### src/rtl/serial_fifo_pkg.sv
// Shared constants and types for the serial byte-queue block.
// Assumes an 8-bit character and a 3-bit register address space.
package serial_fifo_pkg;
    localparam int CHAR_W = 8;
    localparam int ADDR_W = 3;
    localparam int REG_W  = 16;

    // Register addresses
    localparam logic [ADDR_W-1:0] A_TXDATA = 3'd0;
    localparam logic [ADDR_W-1:0] A_RXDATA = 3'd1;
    localparam logic [ADDR_W-1:0] A_LEVELS = 3'd2;
    localparam logic [ADDR_W-1:0] A_IRQEN  = 3'd3;
    localparam logic [ADDR_W-1:0] A_STATUS = 3'd4;
    localparam logic [ADDR_W-1:0] A_FILL   = 3'd5;

    // Interrupt source bit positions
    localparam int SRC_TX  = 0;
    localparam int SRC_RX  = 1;
    localparam int SRC_AGE = 2;
    localparam int SRC_BRK = 3;
    localparam int N_SRC   = 4;

    // Bit position of the live data-ready flag in STATUS
    localparam int DREADY_BIT = 8;

    // Stored receive word, most significant field first
    typedef struct packed {
        logic              brk;
        logic              ovr;
        logic              par;
        logic              frm;
        logic [CHAR_W-1:0] data;
    } rx_word_t;
endpackage

### src/rtl/byte_fifo.sv
// Generic first-in first-out queue with a fill count.
// Assumes DEPTH is a power of two. A push into a full queue and a pop
// from an empty queue are both dropped. Fullness is judged on the
// count at the start of the cycle.
module byte_fifo #(
    parameter int WIDTH = 8,
    parameter int DEPTH = 32
) (
    input  logic                       clk,
    input  logic                       rst_n,
    input  logic                       push,
    input  logic [WIDTH-1:0]           din,
    input  logic                       pop,
    output logic [WIDTH-1:0]           dout,
    output logic [$clog2(DEPTH):0]     count,
    output logic                       full,
    output logic                       empty
);
    localparam int AW = $clog2(DEPTH);
    localparam int CW = AW + 1;

    logic [WIDTH-1:0] mem [DEPTH];
    logic [AW-1:0]    wr_ptr;
    logic [AW-1:0]    rd_ptr;
    logic [CW-1:0]    fill;
    logic             do_push;
    logic             do_pop;

    assign full    = (fill == CW'(DEPTH));
    assign empty   = (fill == '0);
    assign do_push = push && !full;
    assign do_pop  = pop && !empty;
    assign count   = fill;
    assign dout    = mem[rd_ptr];

    // Store an accepted entry
    always_ff @(posedge clk) begin
        if (do_push) begin
            mem[wr_ptr] <= din;
        end
    end

    // Advance the pointers and the fill count
    always_ff @(posedge clk) begin
        if (!rst_n) begin
            wr_ptr <= '0;
            rd_ptr <= '0;
            fill   <= '0;
        end else begin
            if (do_push) wr_ptr <= wr_ptr + 1'b1;
            if (do_pop)  rd_ptr <= rd_ptr + 1'b1;
            fill <= fill + CW'(do_push) - CW'(do_pop);
        end
    end

    assert_fill_bound_R1: assert property (@(posedge clk) disable iff (!rst_n)
        count <= CW'(DEPTH));

    assert_full_drop_R4: assert property (@(posedge clk) disable iff (!rst_n)
        (full && push && !pop) |=> $stable(count));

    assert_empty_pop_R2: assert property (@(posedge clk) disable iff (!rst_n)
        (empty && pop && !push) |=> (count == '0));
endmodule

### src/rtl/rx_age_timer.sv
// Counts character periods during which unread receive data sits idle.
// Emits a one-cycle pulse when the count reaches LIMIT, then saturates.
// Assumes 'restart' marks any receive push or accepted pop.
module rx_age_timer #(
    parameter int LIMIT = 8
) (
    input  logic clk,
    input  logic rst_n,
    input  logic tick,
    input  logic restart,
    input  logic empty,
    output logic expired
);
    localparam int TW = $clog2(LIMIT + 1);

    logic [TW-1:0] cnt;

    assign expired = tick && !restart && !empty && (cnt == TW'(LIMIT - 1));

    // Idle period counter; cleared by activity or an empty queue
    always_ff @(posedge clk) begin
        if (!rst_n) begin
            cnt <= '0;
        end else if (restart || empty) begin
            cnt <= '0;
        end else if (tick && (cnt != TW'(LIMIT))) begin
            cnt <= cnt + 1'b1;
        end
    end

    assert_zero_when_empty_R7: assert property (@(posedge clk) disable iff (!rst_n)
        empty |-> (cnt == '0));

    assert_single_expiry_R7: assert property (@(posedge clk) disable iff (!rst_n)
        expired |=> !expired);
endmodule

### src/rtl/irq_status.sv
// Sticky event bits with write-one-to-clear and per-source enables.
// Level sources re-set while their condition holds. A set wins over a
// clear in the same cycle. The thresholds are compared with registered
// counts.
module irq_status
    import serial_fifo_pkg::*;
#(
    parameter int CW = 6
) (
    input  logic             clk,
    input  logic             rst_n,
    input  logic [CW-1:0]    rx_count,
    input  logic [CW-1:0]    tx_count,
    input  logic [CW-1:0]    rx_thr,
    input  logic [CW-1:0]    tx_thr,
    input  logic             age_evt,
    input  logic             brk_evt,
    input  logic [N_SRC-1:0] clr_mask,
    input  logic [N_SRC-1:0] en,
    output logic [N_SRC-1:0] sticky,
    output logic             irq
);
    logic [N_SRC-1:0] set_v;

    // Gather this cycle's set conditions
    always_comb begin
        set_v          = '0;
        set_v[SRC_TX]  = (tx_count <= tx_thr);
        set_v[SRC_RX]  = (rx_count >= rx_thr);
        set_v[SRC_AGE] = age_evt;
        set_v[SRC_BRK] = brk_evt;
    end

    // Sticky register: clear by mask, then OR in new events
    always_ff @(posedge clk) begin
        if (!rst_n) begin
            sticky <= '0;
        end else begin
            sticky <= (sticky & ~clr_mask) | set_v;
        end
    end

    assign irq = |(sticky & en);

    assert_brk_latch_R8: assert property (@(posedge clk) disable iff (!rst_n)
        brk_evt |=> sticky[SRC_BRK]);

    assert_age_latch_R7: assert property (@(posedge clk) disable iff (!rst_n)
        age_evt |=> sticky[SRC_AGE]);

    assert_rx_level_R5: assert property (@(posedge clk) disable iff (!rst_n)
        (rx_count >= rx_thr) |=> sticky[SRC_RX]);

    assert_tx_level_R6: assert property (@(posedge clk) disable iff (!rst_n)
        (tx_count <= tx_thr) |=> sticky[SRC_TX]);

    assert_masked_quiet_R11: assert property (@(posedge clk) disable iff (!rst_n)
        (en == '0) |-> !irq);
endmodule

### src/rtl/serial_fifo_ctrl.sv
// Top level: register decode, receive/transmit queues, aging timer and
// interrupt status. Assumes one host access per cycle; the read data
// is combinational from the address. A read of RXDATA pops on the same
// edge that ends the read cycle.
module serial_fifo_ctrl
    import serial_fifo_pkg::*;
#(
    parameter int FIFO_DEPTH   = 32,
    parameter int RX_THR_RESET = 24,
    parameter int TX_THR_RESET = 8,
    parameter int AGE_CHARS    = 8
) (
    input  logic                clk,
    input  logic                rst_n,
    input  logic                reg_wr,
    input  logic                reg_rd,
    input  logic [ADDR_W-1:0]   reg_addr,
    input  logic [REG_W-1:0]    reg_wdata,
    output logic [REG_W-1:0]    reg_rdata,
    output logic                irq,
    input  logic                rx_push,
    input  logic [CHAR_W-1:0]   rx_data,
    input  logic                rx_frame_err,
    input  logic                rx_parity_err,
    input  logic                rx_break,
    input  logic                char_tick,
    input  logic                tx_pop,
    output logic [CHAR_W-1:0]   tx_byte,
    output logic                tx_avail
);
    localparam int CW     = $clog2(FIFO_DEPTH) + 1;
    localparam int WORD_W = $bits(rx_word_t);
    localparam int HI_LSB = 8;

    logic [CW-1:0]    rx_thr;
    logic [CW-1:0]    tx_thr;
    logic [N_SRC-1:0] irq_en;
    logic             pend_ovr;

    logic             wr_tx, wr_lvl, wr_en, wr_st, rd_rx;
    logic             rx_full, rx_empty, tx_full, tx_empty;
    logic [CW-1:0]    rx_count, tx_count;
    rx_word_t         in_word;
    rx_word_t         head_word;
    logic [CHAR_W-1:0] tx_head;
    logic             age_evt;
    logic             restart;
    logic [N_SRC-1:0] clr_mask;
    logic [N_SRC-1:0] sticky;
    logic             unused_wdata;

    assign wr_tx  = reg_wr && (reg_addr == A_TXDATA);
    assign wr_lvl = reg_wr && (reg_addr == A_LEVELS);
    assign wr_en  = reg_wr && (reg_addr == A_IRQEN);
    assign wr_st  = reg_wr && (reg_addr == A_STATUS);
    assign rd_rx  = reg_rd && (reg_addr == A_RXDATA);

    assign unused_wdata = ^reg_wdata;

    // Assemble the stored receive word
    always_comb begin
        in_word.brk  = rx_break;
        in_word.ovr  = pend_ovr;
        in_word.par  = rx_parity_err;
        in_word.frm  = rx_frame_err;
        in_word.data = rx_data;
    end

    // Host-programmed thresholds and enables
    always_ff @(posedge clk) begin
        if (!rst_n) begin
            rx_thr <= CW'(RX_THR_RESET);
            tx_thr <= CW'(TX_THR_RESET);
            irq_en <= '0;
        end else begin
            if (wr_lvl) begin
                rx_thr <= reg_wdata[CW-1:0];
                tx_thr <= reg_wdata[HI_LSB+CW-1:HI_LSB];
            end
            if (wr_en) begin
                irq_en <= reg_wdata[N_SRC-1:0];
            end
        end
    end

    // Remember a dropped character until the next push is stored
    always_ff @(posedge clk) begin
        if (!rst_n) begin
            pend_ovr <= 1'b0;
        end else if (rx_push) begin
            pend_ovr <= rx_full;
        end
    end

    byte_fifo #(.WIDTH(WORD_W), .DEPTH(FIFO_DEPTH)) u_rx_fifo (
        .clk   (clk),
        .rst_n (rst_n),
        .push  (rx_push),
        .din   (in_word),
        .pop   (rd_rx),
        .dout  (head_word),
        .count (rx_count),
        .full  (rx_full),
        .empty (rx_empty)
    );

    byte_fifo #(.WIDTH(CHAR_W), .DEPTH(FIFO_DEPTH)) u_tx_fifo (
        .clk   (clk),
        .rst_n (rst_n),
        .push  (wr_tx),
        .din   (reg_wdata[CHAR_W-1:0]),
        .pop   (tx_pop),
        .dout  (tx_head),
        .count (tx_count),
        .full  (tx_full),
        .empty (tx_empty)
    );

    assign restart = rx_push || (rd_rx && !rx_empty);

    rx_age_timer #(.LIMIT(AGE_CHARS)) u_age (
        .clk     (clk),
        .rst_n   (rst_n),
        .tick    (char_tick),
        .restart (restart),
        .empty   (rx_empty),
        .expired (age_evt)
    );

    assign clr_mask = wr_st ? reg_wdata[N_SRC-1:0] : '0;

    irq_status #(.CW(CW)) u_status (
        .clk      (clk),
        .rst_n    (rst_n),
        .rx_count (rx_count),
        .tx_count (tx_count),
        .rx_thr   (rx_thr),
        .tx_thr   (tx_thr),
        .age_evt  (age_evt),
        .brk_evt  (rx_push && rx_break),
        .clr_mask (clr_mask),
        .en       (irq_en),
        .sticky   (sticky),
        .irq      (irq)
    );

    assign tx_avail = !tx_empty;
    assign tx_byte  = tx_empty ? '0 : tx_head;

    // Register read multiplexer
    always_comb begin
        reg_rdata = '0;
        case (reg_addr)
            A_RXDATA: if (!rx_empty) reg_rdata[WORD_W-1:0] = head_word;
            A_LEVELS: begin
                reg_rdata[CW-1:0]               = rx_thr;
                reg_rdata[HI_LSB+CW-1:HI_LSB]   = tx_thr;
            end
            A_IRQEN:  reg_rdata[N_SRC-1:0] = irq_en;
            A_STATUS: begin
                reg_rdata[N_SRC-1:0]  = sticky;
                reg_rdata[DREADY_BIT] = !rx_empty;
            end
            A_FILL: begin
                reg_rdata[CW-1:0]             = rx_count;
                reg_rdata[HI_LSB+CW-1:HI_LSB] = tx_count;
            end
            default: reg_rdata = '0;
        endcase
    end

    assert_overrun_pending_R3: assert property (@(posedge clk) disable iff (!rst_n)
        (rx_push && rx_full) |=> pend_ovr);

    assert_tx_full_hold_R4: assert property (@(posedge clk) disable iff (!rst_n)
        (wr_tx && tx_full) |=> (tx_count <= $past(tx_count)));
endmodule

### config.mk
export PLATFORM = sky130hd
export DESIGN_NAME = serial_fifo_ctrl
export DESIGN_NICKNAME = d
export VERILOG_FILES = /design/src/rtl/serial_fifo_pkg.sv /design/src/rtl/byte_fifo.sv /design/src/rtl/rx_age_timer.sv /design/src/rtl/irq_status.sv /design/src/rtl/serial_fifo_ctrl.sv
export SDC_FILE = /design/constraint.sdc
export NUM_CORES = 1
export LEC_CHECK = 0
export CAP_MARGIN = 25
export CORE_MARGIN = 4
export CORE_UTILIZATION = 25
export DETAILED_ROUTE_END_ITERATION = 8
export DONT_BUFFER_PORTS = 1
export GPL_ROUTABILITY_DRIVEN = 0
export RECOVER_POWER = 100
export SETUP_SLACK_MARGIN = 0.5
export SLEW_MARGIN = 10
export SYNTH_ARGS = -nofsm -noshare
export SYNTH_HDL_FRONTEND = slang
export SYNTH_SLANG_ARGS = --single-unit
### constraint.sdc
create_clock -name clk -period 7.55 [get_ports clk]
set_clock_uncertainty 0.2 [all_clocks]
set_input_delay 0.3775 -clock clk [delete_from_list [all_inputs] [get_ports clk]]
set_output_delay 0.3775 -clock clk [all_outputs]
set_load 0.1 [all_outputs]
* Yosys cells after proc, flatten, opt, wreduce, memory -nomap -nowiden
Memories as Yosys holds them, arrays and structs flattened. A register that Yosys moved wholly into a read port is not among the register bits.
Cells that the tools add are included.
W data, S select, Z words.
** Word-level totals
- Flip-flop bits (word level) :: 57
- Memory bits (writable) :: 640
- Bits of input ports :: 37
- Output and inout bits :: 26
- Word-level logic and storage cells :: 82
- Memories :: 2
** Memory list
- u_rx_fifo.mem :: depth 32, bits a word 12, rd ports 1, clocked after Yosys merged registers in 1, wr ports 1, line byte_fifo.sv:22 : logic [WIDTH-1:0] mem [DEPTH];
- u_tx_fifo.mem :: depth 32, bits a word 8, rd ports 1, clocked after Yosys merged registers in 1, wr ports 1, line byte_fifo.sv:22
** Operators by class
- Add/sub/neg operators :: 9
- Magnitude comparators :: 2
- Eq/ne operators :: 9
- Mux-type cells :: 17
- Bitwise logic cells :: 5
- Reductions and logical operators :: 26
** Operator list (count)
- $add A5 B1 Y5 const B :: 4
- $mux W5 :: 4
- $pmux W4 S5 :: 1
- $logic_and A1 B1 Y1 :: 14
- $add A6 B1 Y6 :: 2
- $eq A6 B6 Y1 const B :: 2
- $logic_not A6 Y1 :: 2
- $mux W12 :: 1
- $sub A6 B1 Y6 :: 2
- $pmux W3 S3 :: 1
- $and A4 B4 Y4 :: 2
- $mux W8 :: 1
- $eq A3 B2 Y1 const B :: 2
- $eq A3 B3 Y1 const B :: 2
- $ge A6 B6 Y1 :: 1
- $le A6 B6 Y1 :: 1
- $pmux W2 S3 :: 1
- $logic_not A1 Y1 :: 5
- $add A4 B1 Y4 const B :: 1
- $eq A4 B3 Y1 const B :: 1
- $mux W1 :: 4
- $mux W4 :: 1
- $ne A4 B4 Y1 const B :: 1
- $not A4 Y4 :: 1
- 10 further kinds :: 11

* Logic depth before layout (Yosys ltp)
Gate-level depths: netlist of run 1.
- Depth in word-level cells :: 9
- Mapped depth :: 16
- Mapped depth without buffers :: 15

* Hierarchy
From an unflattened synthesis of run 1, not the netlist that was laid out.
** Second synthesis, totals
- Cells, all modules :: 1689
- Area total of the unflattened synthesis :: 28827.6 um^2
** Modules (own cells, without submodules)
- byte_fifo at u_rx_fifo :: instances 1, cells an instance 844, area an instance 15936.5 um^2, seq. area each 11951.5 um^2
- byte_fifo at u_tx_fifo :: instances 1, cells an instance 619, area an instance 11054.4 um^2, seq. area each 8107.8 um^2
- serial_fifo_ctrl :: instances 1, cells an instance 143, area an instance 1178.6 um^2, seq. area each 340.3 um^2
- irq_status :: instances 1, cells an instance 56, area an instance 437.9 um^2, seq. area each 80.1 um^2
- rx_age_timer :: instances 1, cells an instance 27, area an instance 220.2 um^2, seq. area each 80.1 um^2

* Worst setup path after synthesis of run 1
Ideal clock, no wire load.
- Path type :: reg-to-reg
- Start :: reg u_tx_fifo.fill[2], in the netlist u_tx_fifo.count[2]
- End :: reg u_tx_fifo.fill[4], in the netlist u_tx_fifo.count[4]
- Setup time :: 0.116 ns
- Arrival time :: 3.602 ns
- Required time :: 7.234 ns
- Slack :: 3.632 ns
- Cell stages (with the launch flop) :: 17
- Buffers on the path :: 1
- Clock period less this slack :: 3.918 ns
- Cell sequence :: dfxtp_1 > inv_1 > ha_1 > nor3b_1 > nand2_1 > and2_1 > clkbuf_1 > ha_1 > inv_1 > ha_1 > inv_1 > fa_1 > inv_1 > a21oi_1 > nor2_1 > or3_1 > and3_1
** Between the ends
- Elaborated cells on any way between the ends :: 8
- Those cells by class :: 2 x add/sub; 1 x eq/ne; 5 x reduce/logical
** RTL lines
- start: declaration :: line byte_fifo.sv:25 : logic [CW-1:0] fill;
- start signal: assignment :: line byte_fifo.sv:52 : fill <= fill + CW'(do_push) - CW'(do_pop);
- $logic_not A6 Y1 :: line byte_fifo.sv:30 : assign empty = (fill == '0);
- $logic_not A1 Y1
- net tx_avail :: line serial_fifo_ctrl.sv:29 : output logic tx_avail
- $logic_and A1 B1 Y1 :: line byte_fifo.sv:32 : assign do_pop = pop && !empty;
- net u_tx_fifo.do_pop :: line byte_fifo.sv:27 : logic do_pop;
- $sub A6 B1 Y6 :: line byte_fifo.sv:52
The timed path passes the listed nets, and every way through them passes these cells.
A chain may end at the register's enable or synchronous reset.

==> results of run 1 <==
-- kinds of logic after synthesis --
logic type | count (synthesis) | synth area share (%)
flops | 707 | 72.7
other cells | 1 | 0.0133
mux | 203 | 15.2
xor+xnor | 24 | 0.743
buf+inv | 110 | 1.81
fa+ha+maj | 44 | 2.00
compound gates | 122 | 3.40
simple gates | 238 | 4.12
-- cells in the final DEF, fill, tap and decap left out, types with 9 or more instances in the layout --
| cell | n |
|---|---|
| a21oi_1 | 17 |
| a21boi_0 | 9 |
| dfxtp_1 | 64 |
| nor2_1 | 82 |
| nor2b_1 | 18 |
| dlygate4sd3_1 | 34 |
| mux2i_1 | 17 |
| clkinv_1 | 11 |
| o21ai_0 | 11 |
| mux4_2 | 182 |
| buf_4 | 12 |
| a221oi_1 | 10 |
| inv_1 | 35 |
| nand2_1 | 56 |
| clkinv_2 | 17 |
| xnor2_1 | 16 |
| and2_0 | 28 |
| ha_1 | 42 |
| clkbuf_1 | 70 |
| clkbuf_16 | 74 |
| edfxtp_1 | 640 |
| a22o_1 | 22 |
-- state kept, by name, summed over array words and instances, names as in the netlist, 4 cells and up, named ones only --
signal and cells:
u_tx_fifo.mem 256, u_age.cnt 4, tx_thr 6, irq_en 4
u_rx_fifo.mem 384, u_rx_fifo.rd_ptr 5, u_rx_fifo.count 6, rx_thr 6
u_tx_fifo.wr_ptr 5, u_rx_fifo.wr_ptr 5, u_status.sticky 4, u_tx_fifo.count 6
u_tx_fifo.rd_ptr 5
-- tightest hold or removal path: cells and delay by family --
family | cells | cell delay, ns
AND/OR/NAND/NOR | 3 | 0.40
AO/OA/AOI/OAI | 1 | 0.07
-- cells in the mapped netlist, drive strengths merged, types with 10 or more instances --
library cell,number
a21oi,17
buf,40
a21boi,10
and2,36
mux4,182
nand2,56
nor2b,18
dfxtp,67
o21ai,12
ha,42
mux2i,17
clkbuf,34
a22o,22
xnor2,16
edfxtp,640
a221oi,14
inv,35
nor2,85
-- layout make-up --
type | count | share of cell area (%)
sequential | 707 | 62.5
multi-input combinational | 633 | 22.0
clock buffer | 90 | 5.87
tap | 1500 | 5.70
timing repair buffer | 107 | 2.16
clock inverter | 44 | 1.34
inverter | 36 | 0.410
antenna | 8 | 0.0608
-- layer usage --
layer / track usage [%] / up-vias
met2: 16.5 / 391
met4: 2.48 / 4
met3: 3.23 / 85
li1: - / 6089
met1: 15.0 / 7277
met5: 0 / -
-- stage by stage --
| stage | total power, mW | util [%] | hold WS, ns | instance area, um2 |
|---|---|---|---|---|
| after floorplan | 5.58 | - | 0.243 | 28300 |
| after global placement | 5.86 | 26.9 | 0.261 | 30200 |
| after detailed placement | 5.88 | 26.9 | 0.283 | 30300 |
| after CTS | 9.55 | 29.6 | 0.0283 | 33300 |
| after global routing | 9.81 | 29.3 | 0.0943 | 32900 |
| final | 9.43 | 29.3 | 0.0854 | 32900 |
-- path summary, 6_finish.rpt --
check / endpoint
max: reg_rdata[8]
min: tx_thr[0]$_SDFFE_PN0P_
max reg2reg: u_tx_fifo.count[4]$_SDFF_PN0_
min reg2reg: rx_thr[2]$_SDFFE_PN0P_
-- power by group --
part | internal [mW] | switching [mW] | total, mW
clock network | 2.08 | 1.48 | 3.56
registers | 4.35 | 0.0898 | 4.44
logic | 0.537 | 0.893 | 1.43
total | 6.97 | 2.46 | 9.43
-- what timing repair did --
action / 4_1_cts / 5_1_grt
setup buffers: 0 / 0
hold endpoints to repair: 675 / 0
hold buffers: 52 / 0
resized for setup: 0 / 0
==> results.md, run 1 <==
* Outcome: finished, violations left
* Violations in the final reports: capacitance limit, slew limit
* Worst path cell trace: buf_12 > mux4_2 > mux2i_1 > a311oi_1 > a222oi_1 > nor2_2 > clkbuf_1
* Min Clock Period, post-route at 5.78 ns
* Via count at 13800
* Netlist Area Pre-Place at 28300 um2
* Endpoint required time on the critical path at 6.97 ns
* PnR worst setup slack at 1.77 ns
* Cells taking the most area after synthesis: edfxtp_1 68%, mux4_2 14%, dfxtp_1 4.7%
* Share of Yosys cell area claimed by the top area cell type at 67.9%
* Worst-path clk slew at 0.06 ns
* Total grt overflow at 0
* Max-cap check violation count at 15
* Cell count after placement at 2927
* Worst slack after detailed placement at 3.15 ns
* Routed length on met3 at 5140 um
* Average cell area after synthesis at 19.5 um2
* Sequential area share after synthesis at 72.7%
* Iteration count of the initial detailed-routing pass at 5
* Asr flop ratio synth at 0%
* Post-route DRC at 0
* Multi-input gate area at 7240 um2
* RSZ-0062 raised after global routing: false
* Top FF cell, synth: edfxtp_1
* Per-cell via count in the routed design at 4.43
* Clk Tree Root Cell: clkbuf_16
* Clock buffer count from CTS at 73
* WP buf/inv at 2
* Die area at 119000 um2
* Global-route wire length before repair at 95100 um
* Growth of design area from synthesis to finish at 16.4%
* Critical Path End Type: output port
* Final period utilization at 76.5%
* Relative max-transition margin at -31.0%
* Leakage at 9.98 nW
* Total Routed Length at 63900 um
* Peak supply drop at 0.145 mV
* Number of enable flip-flop cells after synthesis at 640
* Gate Count Post-Synth at 1449
* Critical path depth in cells at 7
* Vias in the first global route at 14400
* Initial standard-cell utilization of the core at 25.1%
* Slowest stage cell, crit path: dfxtp_1
* Type of the most critical hold path: in -> reg
* Antenna violations before repair at 9
* DIE HEIGHT at 344 um
* Clock tree from TritonCTS: done
* Clock sink count at 707
* Distinct cells, synth at 64
* Transition time at the pin with the least slew margin at 1.97 ns
* Non-filler cells in the finished layout at 3125
* Flop and latch count out of synthesis at 707
* Number of rows created at floorplan at 123
* Number of setup violations in the final report at 0
* Kind of cell adding the most delay to the critical path: buffers and inverters
* Largest stage delay, worst path at 1.47 ns
* Setup slack of the worst register-to-register path at 3.08 ns
* Number of pins exceeding their max-slew limit in the final report at 511
* Hold_sp: reg_wr
* CORE AREA at 112000 um2
* Reg2Reg Depth at 15
* Fraction of final layout cells with drive strength greater than 1 at 20.5%
* Largest net degree at the start of global routing at 70
* CTS max path bufs at 3
* Yosys warning total at 0
* Later-pin clock latency in the skew report at 0.62 ns
* H-tree levels at 3
* Die X-Extent at 344 um
* Worst Hold Path Cells at 4
* Number of fill cells at 10900
* Hpwl dp at 39100 um
* Wire length on met2 at 28900 um
* Number of port buffers at 0
* Critical path class: reg -> out
* Crit Reg-Reg Startpoint: u_tx_fifo.count[2]$_SDFF_PN0_
* Overall Global Routing Usage at 10.7%
* Arrival time at the worst endpoint at 5.20 ns
* FMAX at 173 MHz
* Hold Violations, Final at 0
* Antenna viol nets, final at 0
* Largest driver fanout on the critical path at 69
* Storage element area at 20600 um2
* Number of nets at the end of the flow at 1639
* Met1 wire length at 28600 um
* I/O pin cnt at 63
* Cell type contributing the most total cell area after synthesis: edfxtp_1
* DR iter-0 viols at 1249
* Average wire per cell in the routed design at 20.4 um
* Setup_tns at 0 ns
* Power per cell area at 286 nW/um2
* Startpoint type of the worst setup path: register
* Highest signal layer in the routed design: met5
(Power assumes the default switching activity.)
==> run 2, diff against run 1 <==
clock period = 4.9 ns   (was 7.55 ns; I/O delays follow)
==> results.md, run 2 (synthesis results as in run 1) <==
* Net load switching power at 3.84 mW (was 2.46 mW)
* Hpwl dp at 40300 um (was 39100 um)
* CORE AREA at 112000 um2 (unchanged)
* Worst path cell trace: inv_1 > ha_1 > nor3b_1 > nand2_1 > clkbuf_1 > and2_0 > a22o_1 (was buf_12 > mux4_2 > mux2i_1 > a311oi_1 > a222oi_1 > nor2_2 > clkbuf_1)
* Arrival time at the worst endpoint at 3.98 ns (was 5.20 ns)
* Most frequent cells in the layout: 640 x edfxtp_1, 182 x mux4_2, 82 x nor2_1 (unchanged)
* Number of pins exceeding their max-slew limit in the final report at 478 (was 511)
* Worst-path clk slew at 0.06 ns (about the same)
* RSZ-0062 raised after global routing: false (unchanged)
* Worst Hold Path Cells at 4 (unchanged)
* DIE HEIGHT at 344 um (unchanged)
* Largest net degree at the start of global routing at 65 (was 70)
* Hold_sp: reg_addr[2] (was reg_wr)
* Sequential Power Share at 47.8% (was 47.1%)
* Number of rows created at floorplan at 123 (unchanged)
* Setup_tns at 0 ns (unchanged)
* Relative max-transition margin at -32.9% (was -31.0%)
* Per-cell via count in the routed design at 4.44 (was 4.43)
* End point of the worst hold path: irq_en[1]$_SDFFE_PN0P_ (was tx_thr[0]$_SDFFE_PN0P_)
* Power per cell area at 436 nW/um2 (was 286 nW/um2)
* FMAX at 226 MHz
* Min Clock Period, post-route at 4.42 ns
* Setup slack of the worst register-to-register path at 0.88 ns (was 3.08 ns)
* Slowest stage cell, crit path: a22o_1 (was dfxtp_1)
* PnR worst setup slack at 0.478 ns (was 1.77 ns)
* Clock tree from TritonCTS: done (unchanged)
* Clk Tree Root Cell: clkbuf_16 (unchanged)
* Worst slack after detailed placement at 1.12 ns (was 3.15 ns)
* Initial standard-cell utilization of the core at 25.1% (unchanged)
* Average wire per cell in the routed design at 20.6 um (was 20.4 um)
* Iteration count of the initial detailed-routing pass at 6 (was 5)
* Total Routed Length at 64600 um (was 63900 um)
* Max-cap check violation count at 15 (unchanged)
* Kind of cell adding the most delay to the critical path: buffers and inverters (unchanged)
* Type of the most critical hold path: in -> reg (unchanged)
* Endpoint required time on the critical path at 4.45 ns (was 6.97 ns)
* CTS max path bufs at 3 (unchanged)
* Sw Share at 26.7% (was 26.1%)
* Largest stage delay, worst path at 0.95 ns (was 1.47 ns)
* Number of flip-flops under the largest register name at 384 (unchanged)
* I/O pin cnt at 63 (unchanged)
* Vias in the first global route at 14400 (about the same)
* WP buf/inv at 2 (unchanged)
* Growth of design area from synthesis to finish at 16.9% (was 16.4%)
* Registers with the most flip-flops: u_rx_fifo.mem x384, u_tx_fifo.mem x256 (unchanged)
* Fraction of final layout cells with drive strength greater than 1 at 21.0% (was 20.5%)
* Critical path depth in cells at 7 (unchanged)
* Internal at 10.6 mW (was 6.97 mW)
* Outcome: finished, violations left (unchanged)
* Most common cell after layout, fill and taps aside: edfxtp_1 (unchanged)
* DR iter-0 viols at 1179 (was 1249)
* Largest driver fanout on the critical path at 8 (was 69)
* Reg with most FFs: u_rx_fifo.mem (unchanged)
* Via count at 14000 (was 13800)
* Reg2Reg Depth at 8 (was 15)
* Clock sink count at 707 (unchanged)
* Startpoint type of the worst setup path: register (unchanged)
* Number of nets at the end of the flow at 1660 (was 1639)
* Overall Global Routing Usage at 10.8% (was 10.7%)
* Die X-Extent at 344 um (unchanged)
* R2r endpoint: u_tx_fifo.wr_ptr[4]$_SDFFE_PN0N_ (was u_tx_fifo.count[4]$_SDFF_PN0_)
* Peak supply drop at 0.251 mV (was 0.145 mV)
* Die area at 119000 um2 (unchanged)
* Leakage at 10.0 nW (was 9.98 nW)
* Clock buffer count from CTS at 72 (was 73)
* Global-route wire length before repair at 95500 um (was 95100 um)
* Critical path class: reg -> out (unchanged)
* Antenna violations before repair at 6 (was 9)
* Number of setup violations in the final report at 0 (unchanged)
* Number of port buffers at 0 (unchanged)
* Post-route DRC at 0 (unchanged)
* Hold Violations, Final at 0 (unchanged)
* Crit Reg-Reg Startpoint: u_tx_fifo.count[3]$_SDFF_PN0_ (was u_tx_fifo.count[2]$_SDFF_PN0_)
* Transition time at the pin with the least slew margin at 1.99 ns (was 1.97 ns)
* Critical Path End Type: output port (unchanged)
* Later-pin clock latency in the skew report at 0.61 ns (was 0.62 ns)
* Share of total power in the clock network at 37.0% (was 37.7%)
* Final period utilization at 90.3%
* Antenna viol nets, final at 0 (unchanged)
* H-tree levels at 3 (unchanged)
* Violations in the final reports: capacitance limit, slew limit (unchanged)
* Total grt overflow at 0 (unchanged)
* Combinational cell fraction of total power at 15.2% (about the same)
-- run 2: changes by cell type in the layout (fill, tap and decap cells not counted), sizes merged --
cell / before / now
bufinv: 7 / 4
clkinvlp: 1 / 3
clkbuf: 147 / 151
diode: 8 / 6
dlygate4sd3: 34 / 41
buf: 16 / 30
clkinv: 31 / 27
-- run 2: what timing repair did --
action	CTS	global route
resized for setup	1	0
pin swaps	0	0
setup endpoints to repair	1	2
hold endpoints to repair	675	8
buffers inserted	0	2
hold buffers	59	1
-- run 2: layer usage --
| metal | share of wire (%) | track usage [%] | up-vias |
|---|---|---|---|
| met5 | 0.020 | 0 | - |
| met4 | 1.9 | 2.22 | 2 |
| li1 | - | - | 6118 |
| met1 | 44 | 15.1 | 7315 |
| met3 | 7.0 | 2.57 | 105 |
| met2 | 47 | 17.0 | 419 |
-- run 2: per-stage QoR --
step                      util (%)  instances  cell area (um2)  power (mW)  hold slack (ns)
after floorplan                  -       1450            28300        8.59            0.144
after global placement        27.0       2940            30400        9.08            0.147
after detailed placement      27.0       2942            30400        9.11            0.151
after CTS                     29.8       3133            33500        14.6          0.00650
after global routing          29.4       3140            33100        15.0           0.0608
final                         29.4       3143            33100        14.4           0.0732
-- run 2: worst min-delay path, stage by stage --
cell     delay, ns
nor2_1        0.10
nand3_1       0.28
mux2i_1       0.12
nor2b_1       0.10
-- run 2: area by class of cell --
cell class              instances  area, um2
flip-flops and latches        707      20600
diodes                          6       15.0
repair buffers                129        936
clock inverters                39        387
well taps                    1500       1880
clock buffers                  93       1910
fillers                     10900      79400
inverters                      36        135
multi-input cells             633       7240
-- run 2: how the worst max path moves through the flow --
| stage | from | endpoint |
|---|---|---|
| final | u_tx_fifo.count[3]$_SDFF_PN0_ | tx_byte[1] |
| after global routing | register | reg_rdata[11] |
| after CTS | register | reg_rdata[11] |
| after detailed placement | register | reg_rdata[8] |
| after global placement | register | reg_rdata[8] |
| after floorplan | u_tx_fifo.count[2]$_SDFF_PN0_ | u_tx_fifo.count[4]$_SDFF_PN0_ |
-- run 2: power groups by stage --
stage	clock (mW)	combinational (mW)	sequential, mW
2_1_floorplan	0	1.71	6.88
3_3_place_gp	0	2.05	7.03
3_5_place_dp	0	2.08	7.03
4_1_cts	5.46	2.25	6.90
5_1_grt	5.73	2.36	6.92
6_report	5.33	2.19	6.89
